## src/rtl/dr_pkg.sv

```systemverilog
package dr_pkg;
  localparam int LEN_W    = 11;
  localparam int FLAG_W   = 6;
  localparam int FLAG_LSB = 23;
  localparam int SUM_BIT  = 31;
  localparam logic [FLAG_W-1:0] SUM_MASK = 6'b110111;  // range flag (bit 3) excluded

  function automatic logic [31:0] pack_status(input logic [LEN_W-1:0] len_m1,
                                              input logic [FLAG_W-1:0] flags);
    logic [31:0] w;
    w = '0;
    w[LEN_W-1:0] = len_m1;
    w[FLAG_LSB +: FLAG_W] = flags;
    w[SUM_BIT] = |(flags & SUM_MASK);
    return w;
  endfunction
endpackage

```

## src/rtl/dr_ring.sv

```systemverilog
module dr_ring #(
  parameter int IDX_W      = 4,
  parameter int RST_M1     = 3,
  parameter bit HW_IS_PROD = 1'b0
) (
  input  logic             clk,
  input  logic             rst_n,
  input  logic             size_we,
  input  logic             sw_we,
  input  logic [IDX_W-1:0] wdata,
  input  logic             hw_ev,
  output logic [IDX_W-1:0] size_m1,
  output logic [IDX_W-1:0] prod,
  output logic [IDX_W-1:0] cons,
  output logic             full,
  output logic             empty,
  output logic             hw_fire
);
  localparam logic [IDX_W-1:0] RST_SIZE = IDX_W'(RST_M1);

  logic [IDX_W-1:0] size_q, size_d, sw_q, sw_d, hw_q, hw_d;
  logic             size_en, sw_en, hw_en, allow, blocked;

  function automatic logic [IDX_W-1:0] wrap_inc(input logic [IDX_W-1:0] v,
                                                input logic [IDX_W-1:0] lim);
    return (v == lim) ? '0 : v + 1'b1;
  endfunction

  generate
    if (HW_IS_PROD) begin : g_hw_prod
      assign prod  = hw_q;
      assign cons  = sw_q;
      assign allow = ~full;
    end else begin : g_hw_cons
      assign prod  = sw_q;
      assign cons  = hw_q;
      assign allow = ~empty;
    end
  endgenerate

  assign full    = (wrap_inc(prod, size_q) == cons);
  assign empty   = (prod == cons);
  assign hw_fire = hw_ev & allow & ~size_we;
  assign blocked = hw_ev & ~allow & ~size_we;
  assign size_m1 = size_q;

  always_comb begin
    size_d  = size_q;
    sw_d    = sw_q;
    hw_d    = hw_q;
    size_en = size_we;
    sw_en   = size_we | sw_we;
    hw_en   = size_we | hw_fire;
    if (size_we) begin
      size_d = wdata;
      sw_d   = '0;
      hw_d   = '0;
    end else begin
      if (sw_we)   sw_d = (wdata > size_q) ? '0 : wdata;
      if (hw_fire) hw_d = wrap_inc(hw_q, size_q);
    end
  end

  always_ff @(posedge clk or negedge rst_n) begin
    if (!rst_n) begin
      size_q <= RST_SIZE;
      sw_q   <= '0;
      hw_q   <= '0;
    end else begin
      if (size_en) size_q <= size_d;
      if (sw_en)   sw_q   <= sw_d;
      if (hw_en)   hw_q   <= hw_d;
    end
  end

  // indices never exceed the stored size
  p_idx_in_range_r3: assert property (@(posedge clk) disable iff (!rst_n)
    (sw_q <= size_q) && (hw_q <= size_q));
  // size write clears both indices
  p_size_clears_r2: assert property (@(posedge clk) disable iff (!rst_n)
    size_we |=> (sw_q == '0) && (hw_q == '0));
  // an accepted step wraps at the size value
  p_hw_wrap_r4: assert property (@(posedge clk) disable iff (!rst_n)
    (hw_fire && (hw_q == size_q)) |=> (hw_q == '0));
  // a refused strobe leaves the hardware index alone
  p_blocked_hold_r6: assert property (@(posedge clk) disable iff (!rst_n)
    blocked |=> $stable(hw_q));
endmodule

```

## src/rtl/dr_rx_status.sv

```systemverilog
module dr_rx_status
  import dr_pkg::*;
#(
  parameter int IDX_W = 4
) (
  input  logic             clk,
  input  logic             rst_n,
  input  logic             fire,
  input  logic             rx_done,
  input  logic             rx_full,
  input  logic             size_we,
  input  logic             cons_we,
  input  logic [IDX_W-1:0] wr_idx,
  input  logic [LEN_W-1:0] len_m1,
  input  logic [FLAG_W-1:0] flags,
  output logic             overrun,
  output logic             wb_valid,
  output logic [IDX_W-1:0] wb_idx,
  output logic [31:0]      wb_word
);
  logic             ovr_q, ovr_d, ovr_set, ovr_clr;
  logic             vld_q;
  logic [IDX_W-1:0] idx_q;
  logic [31:0]      word_q;

  assign ovr_set = rx_done & rx_full & ~size_we;
  assign ovr_clr = size_we | cons_we;

  always_comb begin
    ovr_d = ovr_q;
    if (ovr_clr) ovr_d = 1'b0;
    if (ovr_set) ovr_d = 1'b1;
  end

  always_ff @(posedge clk or negedge rst_n) begin
    if (!rst_n) begin
      ovr_q  <= 1'b0;
      vld_q  <= 1'b0;
      idx_q  <= '0;
      word_q <= '0;
    end else begin
      ovr_q <= ovr_d;
      vld_q <= fire;
      if (fire) begin
        idx_q  <= wr_idx;
        word_q <= pack_status(len_m1, flags);
      end
    end
  end

  assign overrun  = ovr_q;
  assign wb_valid = vld_q;
  assign wb_idx   = idx_q;
  assign wb_word  = word_q;

  // overrun only rises after a strobe against a full ring
  p_ovr_cause_r7: assert property (@(posedge clk) disable iff (!rst_n)
    $rose(ovr_q) |-> $past(rx_done && rx_full));
  // a write-back only follows a receive strobe
  p_wb_cause_r8: assert property (@(posedge clk) disable iff (!rst_n)
    vld_q |-> $past(rx_done));
  // a size write suppresses the write-back
  p_size_no_wb_r10: assert property (@(posedge clk) disable iff (!rst_n)
    size_we |=> !vld_q);
endmodule

```

## src/rtl/dring_idx_mgr.sv

```systemverilog
module dring_idx_mgr
  import dr_pkg::*;
#(
  parameter int IDX_W     = 4,
  parameter int TX_RST_M1 = 3,
  parameter int RX_RST_M1 = 3
) (
  input  logic              clk,
  input  logic              rst_n,
  input  logic              tx_size_we,
  input  logic              rx_size_we,
  input  logic              tx_prod_we,
  input  logic              rx_cons_we,
  input  logic [IDX_W-1:0]  sw_wdata,
  input  logic              tx_done,
  input  logic              rx_done,
  input  logic [LEN_W-1:0]  rx_len_m1,
  input  logic [FLAG_W-1:0] rx_flags,
  output logic [IDX_W-1:0]  tx_size_m1,
  output logic [IDX_W-1:0]  rx_size_m1,
  output logic [IDX_W-1:0]  tx_prod,
  output logic [IDX_W-1:0]  tx_cons,
  output logic [IDX_W-1:0]  rx_prod,
  output logic [IDX_W-1:0]  rx_cons,
  output logic              tx_full,
  output logic              tx_empty,
  output logic              rx_full,
  output logic              rx_empty,
  output logic              rx_overrun,
  output logic [1:0]        eng_stat,
  output logic              wb_valid,
  output logic [IDX_W-1:0]  wb_idx,
  output logic [31:0]       wb_word
);
  logic tx_fire, rx_fire;

  dr_ring #(.IDX_W(IDX_W), .RST_M1(TX_RST_M1), .HW_IS_PROD(1'b0)) u_tx_ring (
    .clk(clk), .rst_n(rst_n), .size_we(tx_size_we), .sw_we(tx_prod_we),
    .wdata(sw_wdata), .hw_ev(tx_done), .size_m1(tx_size_m1), .prod(tx_prod),
    .cons(tx_cons), .full(tx_full), .empty(tx_empty), .hw_fire(tx_fire));

  dr_ring #(.IDX_W(IDX_W), .RST_M1(RX_RST_M1), .HW_IS_PROD(1'b1)) u_rx_ring (
    .clk(clk), .rst_n(rst_n), .size_we(rx_size_we), .sw_we(rx_cons_we),
    .wdata(sw_wdata), .hw_ev(rx_done), .size_m1(rx_size_m1), .prod(rx_prod),
    .cons(rx_cons), .full(rx_full), .empty(rx_empty), .hw_fire(rx_fire));

  dr_rx_status #(.IDX_W(IDX_W)) u_rx_stat (
    .clk(clk), .rst_n(rst_n), .fire(rx_fire), .rx_done(rx_done),
    .rx_full(rx_full), .size_we(rx_size_we), .cons_we(rx_cons_we),
    .wr_idx(rx_prod), .len_m1(rx_len_m1), .flags(rx_flags),
    .overrun(rx_overrun), .wb_valid(wb_valid), .wb_idx(wb_idx),
    .wb_word(wb_word));

  assign eng_stat = {~tx_empty, ~rx_full};

  // the transmit consume index never passes the produce index
  p_tx_no_pass_r6: assert property (@(posedge clk) disable iff (!rst_n)
    (tx_done && tx_empty && !tx_size_we) |=> (tx_cons == $past(tx_cons)));
  // transmit engine bit tracks outstanding work
  p_eng_tx_r9: assert property (@(posedge clk) disable iff (!rst_n)
    eng_stat[1] == (tx_prod != tx_cons));
endmodule

```

## config.mk

```make
export PLATFORM = sky130hd
export DESIGN_NAME = dring_idx_mgr
export DESIGN_NICKNAME = d
export VERILOG_FILES = /design/src/rtl/dr_pkg.sv /design/src/rtl/dr_ring.sv /design/src/rtl/dr_rx_status.sv /design/src/rtl/dring_idx_mgr.sv
export SDC_FILE = /design/constraint.sdc
export NUM_CORES = 1
export LEC_CHECK = 0
export BUFFER_PORTS_ARGS = -buffer_cell sky130_fd_sc_hd__buf_4
export CAP_MARGIN = 20
export CORE_AREA = 2 2 102 104
export CTS_CLUSTER_DIAMETER = 100
export DETAILED_ROUTE_END_ITERATION = 6
export DIE_AREA = 0 0 104 106
export RECOVER_POWER = 100
export SKIP_CTS_REPAIR_TIMING = 1
export SLEW_MARGIN = 40
export SYNTH_ARGS = -nofsm -noshare
export SYNTH_HDL_FRONTEND = slang
export SYNTH_SLANG_ARGS = --single-unit
```

## constraint.sdc

```tcl
create_clock -name clk -period 2.6 [get_ports clk]
set_input_delay 0.13 -clock clk [delete_from_list [all_inputs] [get_ports clk]]
set_output_delay 0.13 -clock clk [all_outputs]
set_load 0.02 [all_outputs]
```

* Word level (Yosys, flattened, before mapping)
Cells that the tools add are included.
** Storage, ports and cells
- Bits in latches :: 0
- Output and inout port bits :: 68
- Memories :: 0
- Logic and storage cells :: 61
- Register bits after elaboration :: 48
- Bits of input ports :: 29
- Bits in writable memories :: 0
- Memory bits (read-only) :: 0
** Cells by class
- Eq/ne operators :: 7
- Div/mod/pow operators :: 0
- Reduce and logical (&&, ||, !) cells :: 10
- Shift operators :: 0
- Magnitude comparators :: 2
- $add $sub $neg :: 3
- $mul :: 0
- Mux-type cells :: 15
- Bitwise operators :: 14
** Operator list (count)
- $mux 4 :: 13
- $eq 4x4->1 :: 7
- $add 4x1->4 const B :: 3
- $reduce_bool 2->1 :: 5
- $gt 4x4->1 :: 2
- $reduce_and 2->1 :: 4
- $and 1x1->1 :: 6
- $reduce_or 5->1 :: 1
- $not 1->1 :: 4
- $or 1x1->1 :: 4
- $mux 1 :: 2

* Depth between registers and ports, before layout
- Word-level depth :: 8
- Depth in mapped cells :: 9

* Hierarchy
From an unflattened synthesis, not the netlist that was laid out.
** Second synthesis, totals
- Cells, all modules :: 265
- Area total of the unflattened synthesis :: 2860.2 um2
** By module, submodules not included
- dr_rx_status :: cells each 69, area an instance 1002.2 um2, times used 1, seq. area each 600.6 um2
- dr_ring (u_tx_ring) :: cells each 99, area an instance 969.7 um2, times used 1, seq. area each 302.8 um2
- dr_ring (u_rx_ring) :: cells each 95, area an instance 880.8 um2, times used 1, seq. area each 302.8 um2
- dring_idx_mgr :: cells each 2, area an instance 7.5 um2, times used 1, seq. area each 0.0 um2

* Worst setup path before layout
OpenSTA, ideal clock, no wires.
- Path type :: register to register
- Start :: reg u_rx_ring.size_q[2] (netlist: u_rx_ring.size_m1[2])
- End :: reg u_rx_stat.idx_q[2] (netlist: u_rx_stat.wb_idx[2])
- Library setup time :: 0.125 ns
- Required time :: 2.475 ns
- Data arrival time :: 2.182 ns
- Clock period less this slack :: 2.307 ns
- Cell stages (with the launch flop) :: 9
- Slack :: 0.293 ns
- Cells stage by stage :: dfrtp_1 -> xor2_1 -> nor4_4 -> nor2_2 -> o22ai_2 -> inv_4 -> nor2_8 -> buf_12 -> mux2_4
** On the way
- Longest elaborated chain between the ends :: 6
** RTL lines
- from (decl) :: line dr_ring.sv:21 : logic [IDX_W-1:0] size_q, size_d, sw_q, sw_d, hw_q, hw_d;
- from (signal assigned) :: line dr_ring.sv:70 : if (size_en) size_q <= size_d;
- $eq 4x4->1 :: line dr_ring.sv:26 : return (v == lim) ? '0 : v + 1'b1;
- $mux 4 :: line dr_ring.sv:26
- $eq 4x4->1 :: line dr_ring.sv:41 : assign full = (wrap_inc(prod, size_q) == cons);
- $not 1->1 :: line dr_ring.sv:33 : assign allow = ~full;
- net u_rx_ring.allow :: line dr_ring.sv:22 : logic size_en, sw_en, hw_en, allow, blocked;
- $and 1x1->1 (2 in series) :: line dr_ring.sv:43 : assign hw_fire = hw_ev & allow & ~size_we;
- to (signal assigned) :: line dr_rx_status.sv:45 : idx_q <= wr_idx;
- to (decl) :: line dr_rx_status.sv:23 : logic [IDX_W-1:0] idx_q;
The timed path passes the listed nets, and every way through them passes these cells.
A chain may end at the register's enable or synchronous reset.

* Worst setup path in the final report
- Start :: reg u_rx_ring.size_q[0] (netlist: u_rx_ring.size_m1[0])
- End :: reg u_rx_stat.idx_q[3] (netlist: u_rx_stat.wb_idx[3])
** On the way
- Longest elaborated chain between the ends :: 6
** RTL lines (line)
- $eq 4x4->1 :: dr_ring.sv:26
- $mux 4 :: dr_ring.sv:26
- $eq 4x4->1 :: dr_ring.sv:41
- $not 1->1 :: dr_ring.sv:33
- $and 1x1->1 (2 in series) :: dr_ring.sv:43
No other way between the ends.

==> run summary <==
Ant. Diodes = 0
initial antenna violation count = 0
clk sinks = 48
worst skew pair latency = 0.30 ns
worst path cell trace = xor2_1 > nor4_4 > nor2_2 > o22ai_2 > inv_4 > nor2_8 > buf_12 > mux2_2
detailed placement HPWL = 4.882 mm
Slowest-stage cell, CP = dfstp_2
total clock buffers created by CTS = 5
Synth cell types = 49
Synth Warn # = 0
placed instance count = 482
final setup vio count = 0
Clock transition at path regs = 0.10 ns
count leader, synth = dfrtp_1
Hold/Removal Path Class = in -> reg
Slew @ Worst Pin = 1.224 ns
Worst slew margin = 18.40%
Reg-to-Reg Start = u_rx_ring.size_m1[0]
crit path kind = reg -> reg
Die Ht = 106 microns
final core occ = 35.04%
buffer type at the clock tree root = clkbuf_8
WP data arrival = 2.59 ns
CTS H-tree lvls = 2
combinational group share of total power = 37.3%
FP Rows = 37
Initial DRT Pass Iterations = 4
clock buffer depth = 2
Max FO, Critical Path = 22
cell taking the most area after synthesis = dfrtp_1
PwrDens = 703.5 mW/mm^2
switch share = 37.30%
max cap viols = 0
Synth Cell Area = 0.002910 sq mm
r2r endpoint = u_rx_stat.wb_idx[3]
share of power burned in registers = 40.2%
Core Area = 0.01000 sq mm
Post-synth EDFFs = 0
synthesized area per cell = 10.58 sq um
die area = 0.01102 sq mm
Hold Path Sink = u_rx_stat.wb_word[9]
Post-synth ARST share = 100.0%
Critical Path End Type = flip-flop
CP max stage delay = 0.57 ns
hold depth = 2
WL final = 6.635 mm
Finished Layout Cells = 491
fin crit period = 2.400 ns
WHS = 0.05272 ns
register area share after synthesis = 41.44%
max-slew violations = 0
area grow syn2layout = 20.38%
worst vdd ir = 0.0002501 V
skew final = 0.005564 ns
Hold Startpoint = rx_len_m1[9]
NumNets Final = 394
Seq cells post-synth = 48
gp weighted congestion = 0.7811
Synth top cells by count = dfrtp_1 (44), o21ai_0 (19), mux2_4 (18)
Tcrit/Tclk final = 92.32%
Clk pwr share = 22.5%
initial core utilization = 29.10%
Final ANT Viol Nets = 0
R2R depth = 8
CP required = 2.79 ns
R2R setup slack = 0.20 ns
largest net degree at the start of global routing = 49
Remaining DRCs = 0
I/O Buffers = 82
first-pass GRT wire length = 10.80 mm
Max Clk Rate = 416.6 MHz
num ports = 97
initial DRC count = 52
RSZ-0062 raised after global routing = no
DIE WIDTH = 104 microns
startpoint types = flip-flop
outcome = complete, no violations
Post-Synthesis Cells = 275
grt total ovfl = 0
Via density = 4.548
Final Hold Viols = 0
top cell type's share of synthesized area = 37.83%
Setup TNS Final = 0 ns
via count = 2233
Total Power = 2.465 mW
Psw = 919.2 uW
LEAKAGE = 1.561 nW
CTS tree = built
Pint = 1.545 mW
routed length per instance = 13.51 microns
top_reg_cell synth = dfrtp_1
Tot GR Track Use = 12.02%
Synth area leaders = dfrtp_1 (38%), mux2_4 (9.3%), ha_1 (4.7%)
vias in the first global route = 2107
share of layout cells above drive strength 1 = 21.13%
## flip-flops by register name, summed over array words and instances, names as in the netlist
register / flops
u_tx_ring.prod: 4
u_rx_ring.prod: 4
u_tx_ring.size_m1: 4
u_rx_ring.cons: 4
u_rx_stat.wb_word: 18
u_rx_stat.overrun: 1
u_rx_ring.size_m1: 4
u_rx_stat.wb_idx: 4
u_tx_ring.cons: 4
u_rx_stat.wb_valid: 1
## placed cells by master, fill, tap and decap left out, drive strengths merged, types with 10 or more instances in the layout
master	count
a21oi	12
buf	34
clkbuf	59
conb	14
dfrtp	44
ha	11
inv	13
mux2	22
nand2	14
nand2b	10
nand3	16
nor2	11
o21ai	19
xnor2	12
xor2	14
## power groups by stage
stage	Sequential (mW)	Clock, mW	Combinational [mW]
after floorplan	1.15	0	0.540
after global placement	1.01	0	1.05
after detailed placement	1.01	0	1.06
after CTS	0.997	0.577	1.06
after global routing	1.01	0.607	1.00
final	0.990	0.555	0.920
## worst max-delay path by stage
| stage | to | slack (ns) | from | cells past startpoint |
|---|---|---|---|---|
| 6_report | u_rx_stat.wb_idx[3] | 0.20 | u_rx_ring.size_m1[0] | 8 |
| 5_1_grt | rx_full | 0.03 | u_rx_ring.prod[2] | 7 |
| 4_1_cts | u_rx_stat.wb_idx[0] | 0.17 | u_rx_ring.size_m1[2] | 8 |
| 3_5_place_dp | u_rx_stat.wb_idx[0] | 0.19 | u_rx_ring.size_m1[2] | 8 |
| 3_3_place_gp | u_rx_stat.wb_idx[3] | 0.25 | u_rx_ring.size_m1[2] | 8 |
| 2_1_floorplan | u_rx_stat.wb_idx[2] | 0.29 | u_rx_ring.size_m1[2] | 8 |
## worst max-delay path, delay by kind of cell, from the launching register on
kind / cells / cell delay, ns
AO/OA/AOI/OAI: 1 / 0.29
buffers and inverters: 2 / 0.30
XOR/XNOR: 1 / 0.09
flip-flops: 1 / 0.57
AND/OR/NAND/NOR: 3 / 0.69
multiplexers: 1 / 0.35
## kinds of logic (layout without fill, tap and decap cells)
| family | Yosys count | count (layout) | share of synthesized area (%) |
|---|---|---|---|
| AO/OA/AOI/OAI | 50 | 50 | 10.53 |
| XOR/XNOR | 26 | 26 | 7.825 |
| adder cells (fa/ha/maj) | 11 | 11 | 4.729 |
| buffers and inverters | 42 | 109 | 9.329 |
| flip-flops | 48 | 48 | 41.44 |
| multiplexers | 23 | 23 | 11.18 |
| other | 1 | 14 | 0.1289 |
| AND/OR/NAND/NOR | 74 | 74 | 14.83 |
## stage by stage
stage                     worst slack [ns]  instance area (sq um)
final                               0.1998                   3503
after global routing               0.02538                   3503
after CTS                           0.1670                   3694
after detailed placement            0.1872                   3578
after global placement              0.2484                   3578
after floorplan                     0.2928                   2959
## area by class of cell
class,instances,area [sq um]
fill,1083,6496
sequential,48,1206
clock buffer,5,68.82
clock inverter,3,46.29
multi-input combinational,198,1481
inverter,12,47.55
tap,136,170.2
timing repair buffer,89,483.0
## per-layer routing
layer	part of all wire, %	vias up	global-route usage [%]	wire length, microns
met4	1.1	0	3.089	70
met5	0	-	0	0
met1	46	1063	16.36	3079
li1	-	1081	-	-
met2	47	83	19.08	3101
met3	5.8	6	3.066	383
Note: power is estimated with default switching activity, not from simulation.
